--- src/rtl/bbb_pkg.sv ---
package bbb_pkg;
  typedef enum logic [2:0] {
    ST_IDLE,
    ST_RREQ,
    ST_RDAT,
    ST_WREQ,
    ST_WTAIL
  } bbb_state_t;
endpackage

--- src/rtl/bbb_addr_gen.sv ---
// Half-word address builder: in burst mode the start bit is forced low
// so the driver always delivers the low half-word first.
module bbb_addr_gen #(
  parameter int WORD_AW = 14
) (
  input  logic               single,
  input  logic [WORD_AW-1:0] word_addr,
  input  logic               half_sel,
  output logic [WORD_AW:0]   mem_addr
);
  logic start_bit;

  always_comb begin
    start_bit = single ? half_sel : 1'b0;
    mem_addr  = {word_addr, start_bit};
  end
endmodule

--- src/rtl/bbb_word_asm.sv ---
// Collects read beats into a word; word_nx shows the word including the
// beat arriving this cycle, so the last beat can be used without delay.
module bbb_word_asm #(
  parameter int HALF_W = 16,
  parameter int HALVES = 2,
  localparam int HIW    = (HALVES > 1) ? $clog2(HALVES) : 1,
  localparam int WORD_W = HALF_W * HALVES
) (
  input  logic              clk,
  input  logic              rst,
  input  logic              beat_we,
  input  logic [HIW-1:0]    beat_idx,
  input  logic [HALF_W-1:0] beat_data,
  output logic [WORD_W-1:0] word_nx
);
  genvar g;
  generate
    for (g = 0; g < HALVES; g++) begin : g_half
      logic [HALF_W-1:0] half_r;
      logic              hit;

      assign hit = beat_we && (beat_idx == HIW'(g));

      always_ff @(posedge clk) begin
        if (rst) begin
          half_r <= '0;
        end else if (hit) begin
          half_r <= beat_data;
        end
      end

      assign word_nx[g*HALF_W +: HALF_W] = hit ? beat_data : half_r;
    end
  endgenerate
endmodule

--- src/rtl/bbb_lane_mux.sv ---
// Little-endian byte lane select and merge.
module bbb_lane_mux #(
  parameter int WORD_W = 32,
  parameter int LANE_W = 8,
  localparam int LANES = WORD_W / LANE_W,
  localparam int LSW   = $clog2(LANES)
) (
  input  logic [WORD_W-1:0] word_in,
  input  logic [LSW-1:0]    lane,
  input  logic [LANE_W-1:0] new_byte,
  output logic [LANE_W-1:0] rd_byte,
  output logic [WORD_W-1:0] merged
);
  assign rd_byte = word_in[lane*LANE_W +: LANE_W];

  genvar g;
  generate
    for (g = 0; g < LANES; g++) begin : g_lane
      assign merged[g*LANE_W +: LANE_W] =
        (lane == LSW'(g)) ? new_byte : word_in[g*LANE_W +: LANE_W];
    end
  endgenerate
endmodule

--- src/rtl/byte_burst_bridge.sv ---
module byte_burst_bridge #(
  parameter int CPU_AW = 16,
  parameter int LANE_W = 8,
  parameter int HALF_W = 16
) (
  input  logic                                       clk,
  input  logic                                       rst,
  input  logic                                       cfg_single,
  input  logic                                       cpu_req,
  input  logic                                       cpu_we,
  input  logic [CPU_AW-1:0]                          cpu_addr,
  input  logic [LANE_W-1:0]                          cpu_wdata,
  output logic                                       cpu_ready,
  output logic [LANE_W-1:0]                          cpu_rdata,
  output logic                                       mem_req,
  output logic                                       mem_we,
  output logic [CPU_AW-$clog2(2*HALF_W/LANE_W):0]    mem_addr,
  output logic [HALF_W-1:0]                          mem_wdata,
  input  logic                                       mem_ack,
  input  logic                                       mem_rvalid,
  input  logic [HALF_W-1:0]                          mem_rdata
);
  import bbb_pkg::*;

  localparam int WORD_W  = 2 * HALF_W;
  localparam int LANES   = WORD_W / LANE_W;
  localparam int LSW     = $clog2(LANES);
  localparam int WORD_AW = CPU_AW - LSW;

  bbb_state_t          state;
  logic [WORD_AW-1:0]  word_q;
  logic [LSW-1:0]      lane_q;
  logic [LANE_W-1:0]   wdat_q;
  logic                we_q;
  logic                single_q;
  logic                half_q;
  logic                beat_q;
  logic                ready_q;
  logic [LANE_W-1:0]   rdata_q;
  logic [WORD_W-1:0]   wword_q;

  logic                asm_we;
  logic                asm_idx;
  logic [WORD_W-1:0]   word_nx;
  logic [LANE_W-1:0]   rd_byte;
  logic [WORD_W-1:0]   merged;
  logic                wd_idx;

  assign asm_we  = (state == ST_RDAT) && mem_rvalid;
  assign asm_idx = single_q ? half_q : beat_q;

  bbb_word_asm #(.HALF_W(HALF_W), .HALVES(2)) u_asm (
    .clk       (clk),
    .rst       (rst),
    .beat_we   (asm_we),
    .beat_idx  (asm_idx),
    .beat_data (mem_rdata),
    .word_nx   (word_nx)
  );

  bbb_lane_mux #(.WORD_W(WORD_W), .LANE_W(LANE_W)) u_lane (
    .word_in  (word_nx),
    .lane     (lane_q),
    .new_byte (wdat_q),
    .rd_byte  (rd_byte),
    .merged   (merged)
  );

  bbb_addr_gen #(.WORD_AW(WORD_AW)) u_addr (
    .single    (single_q),
    .word_addr (word_q),
    .half_sel  (half_q),
    .mem_addr  (mem_addr)
  );

  always_ff @(posedge clk) begin
    if (rst) begin
      state    <= ST_IDLE;
      word_q   <= '0;
      lane_q   <= '0;
      wdat_q   <= '0;
      we_q     <= 1'b0;
      single_q <= 1'b0;
      half_q   <= 1'b0;
      beat_q   <= 1'b0;
      ready_q  <= 1'b1;
      rdata_q  <= '0;
      wword_q  <= '0;
    end else begin
      case (state)
        ST_IDLE: begin
          if (cpu_req && ready_q) begin
            word_q   <= cpu_addr[CPU_AW-1:LSW];
            lane_q   <= cpu_addr[LSW-1:0];
            wdat_q   <= cpu_wdata;
            we_q     <= cpu_we;
            single_q <= cfg_single;
            half_q   <= 1'b0;
            ready_q  <= 1'b0;
            state    <= ST_RREQ;
          end
        end
        ST_RREQ: begin
          if (mem_ack) begin
            beat_q <= 1'b0;
            state  <= ST_RDAT;
          end
        end
        ST_RDAT: begin
          if (mem_rvalid) begin
            if (!single_q && !beat_q) begin
              beat_q <= 1'b1;
            end else if (single_q && !half_q) begin
              half_q <= 1'b1;
              state  <= ST_RREQ;
            end else if (we_q) begin
              wword_q <= merged;
              half_q  <= 1'b0;
              state   <= ST_WREQ;
            end else begin
              rdata_q <= rd_byte;
              ready_q <= 1'b1;
              state   <= ST_IDLE;
            end
          end
        end
        ST_WREQ: begin
          if (mem_ack) begin
            if (!single_q) begin
              state <= ST_WTAIL;
            end else if (!half_q) begin
              half_q <= 1'b1;
            end else begin
              ready_q <= 1'b1;
              state   <= ST_IDLE;
            end
          end
        end
        ST_WTAIL: begin
          ready_q <= 1'b1;
          state   <= ST_IDLE;
        end
        default: state <= ST_IDLE;
      endcase
    end
  end

  assign wd_idx    = (state == ST_WTAIL) ? 1'b1 : half_q;
  assign mem_wdata = wword_q[wd_idx*HALF_W +: HALF_W];
  assign mem_req   = (state == ST_RREQ) || (state == ST_WREQ);
  assign mem_we    = (state == ST_WREQ);
  assign cpu_ready = ready_q;
  assign cpu_rdata = rdata_q;
endmodule

--- config.mk ---
export PLATFORM = sky130hd
export DESIGN_NAME = byte_burst_bridge
export DESIGN_NICKNAME = d
export VERILOG_FILES = /design/src/rtl/bbb_pkg.sv /design/src/rtl/bbb_addr_gen.sv /design/src/rtl/bbb_word_asm.sv /design/src/rtl/bbb_lane_mux.sv /design/src/rtl/byte_burst_bridge.sv
export SDC_FILE = /design/constraint.sdc
export NUM_CORES = 1
export LEC_CHECK = 0
export BUFFER_PORTS_ARGS = -buffer_cell sky130_fd_sc_hd__buf_2
export CAP_MARGIN = 20
export CORE_MARGIN = 2
export CORE_UTILIZATION = 45
export DETAILED_ROUTE_END_ITERATION = 10
export GPL_ROUTABILITY_DRIVEN = 0
export PLACE_DENSITY_LB_ADDON = 0.1
export SETUP_SLACK_MARGIN = 0.02
export SYNTH_ARGS = -nofsm -noshare
export SYNTH_HDL_FRONTEND = slang
export SYNTH_SLANG_ARGS = --single-unit
--- constraint.sdc ---
create_clock -name clk -period 2.9 [get_ports clk]
set_input_delay 0.435 -clock clk [delete_from_list [all_inputs] [get_ports clk]]
set_output_delay 0.435 -clock clk [all_outputs]
set_load 0.05 [all_outputs]
Word-level counts from Yosys, hierarchy flattened. Index checks and enable logic that the tools add are counted.

Muxes and demuxes: 39. Bitwise logic cells: 4. Equal/unequal tests: 19. Reductions and logical operators: 22. Shifts and indexed selects: 2.

Operators with widths (count): 16-bit two-way mux (2); 8-bit two-way mux (4); 32-bit by 6-bit variable part select with 16-bit output (1); 32-bit by 6-bit variable part select with 8-bit output (1); 3-bit two-way mux (7); 1-bit two-way mux (20); 2-bit != test, second input constant (6); 3-bit case mux with 4 select lines (1); 5-bit AND reduction (2); 9-bit AND reduction (1); 2-bit by 1-bit != test with 1-bit output, second input constant (4); 7-bit AND reduction (1); 3-bit by 2-bit == test with 1-bit output, second input constant (2); 1-bit logical AND (6); 3-bit by 2-bit != test with 1-bit output, second input constant (2); 6-bit AND reduction (1); 2-bit == test, second input constant (2); 2-bit two-way mux (2); 1-bit inverter (4); 1-bit case mux with 4 select lines (1); 4-bit AND reduction (1); 4-bit nonzero test (1); 3-bit by 1-bit == test with 1-bit output, second input constant (1); 3-bit == test, second input constant (1); other kinds (10) (12).

Bits of input ports: 47. Flip-flop bits (word level): 104. Word-level logic and storage cells: 99. Output and inout bits: 42.

Longest topological paths before layout. Gate-level depths: netlist of the first run.

Depth after elaboration: 6. Mapped depth: 8. Depth with buffers taken out: 4.

Cells and area by module. Synthesis of the first run repeated with hierarchy kept, for this count alone.

Cell total of the unflattened synthesis: 583. Area total of the unflattened synthesis: 5506.5 um^2.

By module, submodules not included: byte_burst_bridge (instances 1, cells each 360, seq. area each 1441.4 um^2, area an instance 2962.8 um^2); bbb_word_asm (instances 1, cells each 159, seq. area each 640.6 um^2, area an instance 1773.0 um^2); bbb_lane_mux (instances 1, cells each 48, seq. area each 0.0 um^2, area an instance 651.9 um^2); bbb_addr_gen (instances 1, cells each 16, seq. area each 0.0 um^2, area an instance 118.9 um^2).

Worst setup path before layout of the first run. No wires, ideal clock.

Kind: register to output. Start: register state[2]. End: output port mem_we. Cell stages (with the launch flop): 4. Arrival: 1.781 ns. Slack: 0.684 ns. Path buffers: 1. Data required time: 2.465 ns. Path through: dfxtp_1 -> buf_2 -> nor2b_1 -> and2_1.

Longest elaborated chain between the ends: 1.

Ends and longest elaborated chain: start: declaration (line byte_burst_bridge.sv:30) `bbb_state_t state;`; start signal: assignment (line byte_burst_bridge.sv:78) `state <= ST_IDLE;`; start signal: assignment (line byte_burst_bridge.sv:100) `state <= ST_RREQ;`; start signal: assignment (line byte_burst_bridge.sv:106) `state <= ST_RDAT;`; 3-bit by 2-bit == test with 1-bit output (line byte_burst_bridge.sv:151) `assign mem_we = (state == ST_WREQ);`; end: declaration (line byte_burst_bridge.sv:16) `output logic mem_we,`.

Every way passes these cells.

Final worst setup path of the first run.
Start: register state[0]. End: output port mem_wdata[9].

Longest elaborated chain between the ends: 3.

Ends and longest elaborated chain: 3-bit == test (line byte_burst_bridge.sv:148) `assign wd_idx = (state == ST_WTAIL) ? 1'b1 : half_q;`; 1-bit two-way mux (line byte_burst_bridge.sv:148); 32-bit by 6-bit variable part select with 16-bit output (line byte_burst_bridge.sv:149) `assign mem_wdata = wword_q[wd_idx*HALF_W +: HALF_W];`; end: declaration (line byte_burst_bridge.sv:18) `output logic [HALF_W-1:0] mem_wdata,`.

Every way passes these cells.

==> flow_summary.yaml, run 1 <==
status:
  outcome: "finished clean"
yosys:
  synth_nets: 578
  synth_top_area_share_pct: 41.14
  syn_avg_cell_area_um2: 8.247
  synth_warnings: 0
  synth_mux_area_share_pct: 8.457
  synth_ff_type: "dfxtp_1"
  yosys.area_share.simple_pct: 21.83
  yosysTopAreaCell: "dfxtp_1"
  synth_edf_count: 0
  netlist_top_cells_count: "dfxtp_1 (90), nand2_1 (73), a21oi_1 (49)"
  synth_xor_area_share_pct: 0
  async_reset_ff_share_pct: 0
  syn_inst: 531
  synth_top_family_by_area: "compound AO/OA/AOI/OAI gates"
  synth_area_leaders: "dfxtp_1 (41%), nand2_1 (6.3%), a21oi_1 (5.6%)"
  synth.most_common_cell: "dfxtp_1"
  ys_seq_area_share_pct: 41.14
  synth_compound_area_share_pct: 22.74
  synth_seq_cells: 90
  syn-cell-area_um2: 4379
  ys_types: 50
  synth_fa_ha_area_share_pct: 0
power:
  p_sw_share_pct: 32.94
  power.share.clock_pct: 33.9
  p_sw_mw: 0.9727
  internal-power_mw: 1.980
  ir_drop_v: 0.0003517
  p_seq_share_pct: 46.5
  leakagePower_nw: 2.112
  p_per_area_nw_per_um2: 582.7
  combinationalPowerShare_pct: 19.6
clock_network:
  clock_sinks: 90
  cts-resized-gates: 0
  clk_pin_slew_ns: 0.10
  clk_latency_ns: 0.37
  cts-buffers-inserted: 9
  cts_root_buf: "clkbuf_8"
  h-tree-depth: 3
  clockBufferDepth: 2
  cts_setup_buffers: 0
  cts_tree: "yes"
  holdBufCountCts: 0
worst_setup_path:
  required_ns: 2.47
  cp_cell_sequence: "nor2_1, a21oi_2, buf_4, mux2_2, buf_2"
  crit_type: "flop to output port"
  slowest_stage: "dfxtp_1"
  cp_max_fo: 19
  crit_buf_inv: 2
  critPathTopFamily: "flip-flops"
  critical_path_arrival_ns: 2.26
  endpoint_kind: "output port"
  critPathMaxStageDelay_ns: 0.70
  startpoint_type: "flop"
drt:
  drt-total-wl_um: 12100
  dr.first_iter.drc_count: 203
  route.detailed.drc: 0
  post_drt_via_cell_ratio: 5.672
  ant_nets: 0
  avgRoutedWirePerCell_um: 16.60
  vias: 4135
  drt_pass1_iterations: 4
sta:
  relSlewSlack_pct: 34.98
  setup_violations: 0
  finalHoldViolCount: 0
  period_share_pct: 92.89
  fmax_mhz: 371.2
  final_max_slew_viol_count: 0
  rsz0062_at_grt: "false"
  worstMarginPinSlew_ns: 0.9718
  clock_skew_ns: 0.01259
  setup_tns_ns: 0
  min_period_ns: 2.694
finish:
  nNetsFinal: 638
  fin_cells: 729
  fill_cells: 951
  n_antenna_cell: 0
  areaGrowthSynthToFinish_pct: 15.71
  layout-drive-gt1-share_pct: 22.82
global_route:
  overflow: 0
  grt_pass1_wl_um: 19280
  grt_max_degree: 49
  antenna_found_initial: 0
  grt_pass1_vias: 3719
  grtUsageTotal_pct: 23.66
die:
  initial_core_util_pct: 45.64
  num_rows: 36
  num_io_pins: 89
  core_area_um2: 9594
  die_y_um: 102.7
  dieArea_um2: 10540
  die_w_um: 102.7
min_path:
  hp-class: "input pin to flop"
place:
  dpl.cell_count: 713
  hpwlAfterDp_um: 8147
  portBuffers: 88
flow_run:
  cap_violations: 0
power groups by stage:
stage | Clock, mW | Combinational (mW) | Sequential [mW]
detailed placement | 0 | 0.575 | 1.40
global placement | 0 | 0.568 | 1.40
floorplan | 0 | 0.362 | 1.45
global route | 1.06 | 0.638 | 1.38
finish | 1.00 | 0.579 | 1.37
CTS | 1.02 | 0.577 | 1.37
routing by layer:
layer  vias to the layer above  wire length, µm  GRT usage, %
li1                       2038                -             -
met1                      1944             5732         34.70
met2                       144             5522         36.70
met3                         9              749         3.525
met4                         0               99         5.538
met5                         -                0             0
per-stage QoR:
step	total power, mW	utilization, %	setup slack [ns]	cell area, µm²	hold WS (ns)
global route	3.086	52.82	0.04025	5067	0.2848
floorplan	1.809	-	0.6839	4379	0.4348
global placement	1.965	50.44	0.6610	4840	0.4392
detailed placement	1.975	50.44	0.5964	4840	0.4448
CTS	2.971	52.82	0.1918	5067	0.2792
finish	2.953	52.82	0.2063	5067	0.2936
cells in the final DEF (no fill, tap or decap), drive strengths merged, types with 3 or more instances in the layout:
| master | count |
|---|---|
| nor2b | 4 |
| a311oi | 17 |
| nand2b | 5 |
| mux2i | 10 |
| buf | 100 |
| a211oi | 11 |
| o41ai | 7 |
| a21boi | 8 |
| dfxtp | 90 |
| a32o | 8 |
| nor2 | 48 |
| o21a | 8 |
| and3 | 9 |
| nand3 | 35 |
| clkbuf | 9 |
| nor3 | 11 |
| a21o | 5 |
| nand2 | 73 |
| o21ai | 26 |
| mux2 | 22 |
| inv | 9 |
| a21oi | 51 |
| and2 | 3 |
path summary, 6_finish.rpt:
| path | start | cells past startpoint | slack, ns | to |
|---|---|---|---|---|
| setup / recovery | state[0] | 5 | 0.21 | mem_wdata[9] |
| hold / removal | cpu_addr[15] | 3 | 0.29 | word_q[13] |
| setup reg to reg | state[1] | 5 | 0.63 | wword_q[6] |
| hold reg to reg | word_q[8] | 2 | 0.46 | word_q[8] |
flip-flops by register name, summed over array words and instances (netlist names):
signal,cells
beat_q,1
cpu_rdata,8
cpu_ready,1
half_q,1
lane_q,2
single_q,1
state,3
u_asm.g_half.half_r,18
wdat_q,8
we_q,1
word_q,14
wword_q,32
final cells by class:
cell class	instances	area (µm²)	area share, %
clock buffer	9	123.9	2.444
clock inverter	7	103.9	2.049
inverter	4	15.01	0.2963
multi-input combinational	386	2326	45.90
sequential	90	1802	35.56
tap	133	166.4	3.284
timing repair buffer	100	530.5	10.47
tightest hold or removal path, cell delays in order:
cell and delay, ns:
buf_2 0.09, nand2_1 0.04, a21oi_1 0.05
logic make-up after synthesis:
group / after synthesis
and+or+nand+nor: 203
AOI/OAI and AO/OA: 150
DFF: 90
buffers and inverters: 55
muxes: 33
(Power assumes the default switching activity.)
==> run 2: changes to the inputs <==
--- a/config.mk
+++ b/config.mk
@@ -7,6 +7,7 @@
 export LEC_CHECK = 0
 export BUFFER_PORTS_ARGS = -buffer_cell sky130_fd_sc_hd__buf_2
 export CAP_MARGIN = 20
+export CORE_ASPECT_RATIO = 0.6
 export CORE_MARGIN = 2
 export CORE_UTILIZATION = 45
 export DETAILED_ROUTE_END_ITERATION = 10
==> flow_summary.yaml, run 2 (synthesized netlist as in run 1, its figures left out) <==
power:
  p_per_area_nw_per_um2: 616.7
  leakagePower_nw: 2.172
  ir_drop_v: 0.0003255
  power.total_mw: 3.205
clock_network:
  clock_sinks: 90
  clk_pin_slew_ns: 0.06
  h-tree-depth: 3
  holdBufCountCts: 0
  cts_root_buf: "clkbuf_16"
  cts-resized-gates: 0
  cts-buffers-inserted: 9
  cts_tree: "yes"
  cts_setup_buffers: 0
  clockBufferDepth: 2
  clk_latency_ns: 0.34
worst_setup_path:
  cp_cell_sequence: "nor2_1, a21oi_2, buf_12, mux2_2, buf_2"
  rrSetupSlack_ns: 0.47
  endpoint_kind: "output port"
  startpoint_type: "flop"
  cp_max_fo: 15
  critical_path_arrival_ns: 2.31
  slowest_stage: "dfxtp_1"
  critPathMaxStageDelay_ns: 0.66
  crit_type: "flop to output port"
  required_ns: 2.47
die:
  initial_core_util_pct: 46.97
  num_io_pins: 89
  num_rows: 27
  core_area_um2: 9324
  die_w_um: 131.4
  die_y_um: 80.41
  dieArea_um2: 10560
sta:
  fmax_mhz: 364.9
  period_share_pct: 94.49
  finalHoldViolCount: 0
  whs_ns: 0.3225
  rsz0062_at_grt: "false"
  setup_tns_ns: 0
  final_max_slew_viol_count: 0
  worstMarginPinSlew_ns: 0.8928
  clock_skew_ns: 0.005599
  min_period_ns: 2.740
  setup_violations: 0
  relSlewSlack_pct: 40.48
global_route:
  antenna_found_initial: 0
  grt_pass1_vias: 4098
  grtUsageTotal_pct: 26.45
  grt_pass1_wl_um: 21690
  grt_max_degree: 37
  overflow: 0
finish:
  layout_commonest_cell: "dfxtp_1"
  layout-drive-gt1-share_pct: 22.87
  mostFrequentLayoutCells: "dfxtp_1 (90), buf_2 (88), nand2_1 (73)"
  nNetsFinal: 641
  largest_reg_flops: 32
  n_antenna_cell: 0
  fin_cells: 729
  finish.utilization_pct: 55.73
  top_regs: "wword_q x32, u_asm.g_half.half_r x18, word_q x14"
  areaGrowthSynthToFinish_pct: 18.66
  largest-register: "wword_q"
drt:
  drt-met1-wl_um: 6185
  wl_met3_um: 1309
  route.detailed.drc: 0
  drt_pass1_iterations: 7
  vias: 4290
  drt-total-wl_um: 13550
  post_drt_via_cell_ratio: 5.885
  dr.first_iter.drc_count: 515
  wl_met2_um: 5847
  ant_nets: 0
  top_layer: "met4"
  avgRoutedWirePerCell_um: 18.59
min_path:
  hp-class: "input pin to flop"
place:
  dpl.cell_count: 713
  hpwlAfterDp_um: 9575
  portBuffers: 88
flow_run:
  cap_violations: 0
status:
  outcome: "finished clean"
==> run 2: cell types whose count changed in the layout (fill, tap and decap cells not counted), sizes merged <==
cell,previous run,this run
buf,100,103
clkinvlp,0,1
clkinv,0,1
clkbuf,9,13
inv,9,4
bufinv,2,1
==> run 2: area by class of cell <==
type	count	area, µm²
repair buffers	103	578.1
well taps	130	162.7
inverters	4	15.01
fillers	922	4128
clock buffers	13	270.3
clock inverters	3	46.29
multi-input cells	386	2322
flip-flops and latches	90	1802
==> run 2: worst max-delay path, delay by kind of cell, from the launching register on <==
family	cells	cell delay, ns
and+or+nand+nor	1	0.14
DFF	1	0.66
AOI/OAI and AO/OA	1	0.39
buffers and inverters	2	0.42
muxes	1	0.34
==> run 2: path summary, 6_finish.rpt <==
kind	start	to	cells past startpoint
worst min-delay path	cpu_addr[9]	word_q[7]	3
worst max register to register	state[1]	wword_q[0]	5
worst min register to register	word_q[3]	word_q[3]	2
worst max-delay path	state[1]	mem_wdata[3]	5
==> run 2: layer usage <==
metal  GRT usage, %  up-vias
met4          7.826        0
met1          35.96     2025
met3          8.838       24
li1               -     2039
met2          39.95      202
met5              0        -
==> run 2: report_power, final <==
part           switching, mW  internal (mW)  total [mW]
Sequential            0.0725           1.29        1.37
Clock                  0.493          0.741        1.23
Combinational          0.415          0.192       0.606
Total                  0.980           2.22        3.20
==> run 2: stage by stage <==
step	cell area [µm²]	setup WS [ns]
CTS	5196	0.1556
global route	5196	0.06230
finish	5196	0.1598
floorplan	4379	0.6839
detailed placement	4880	0.5212
global placement	4880	0.5982
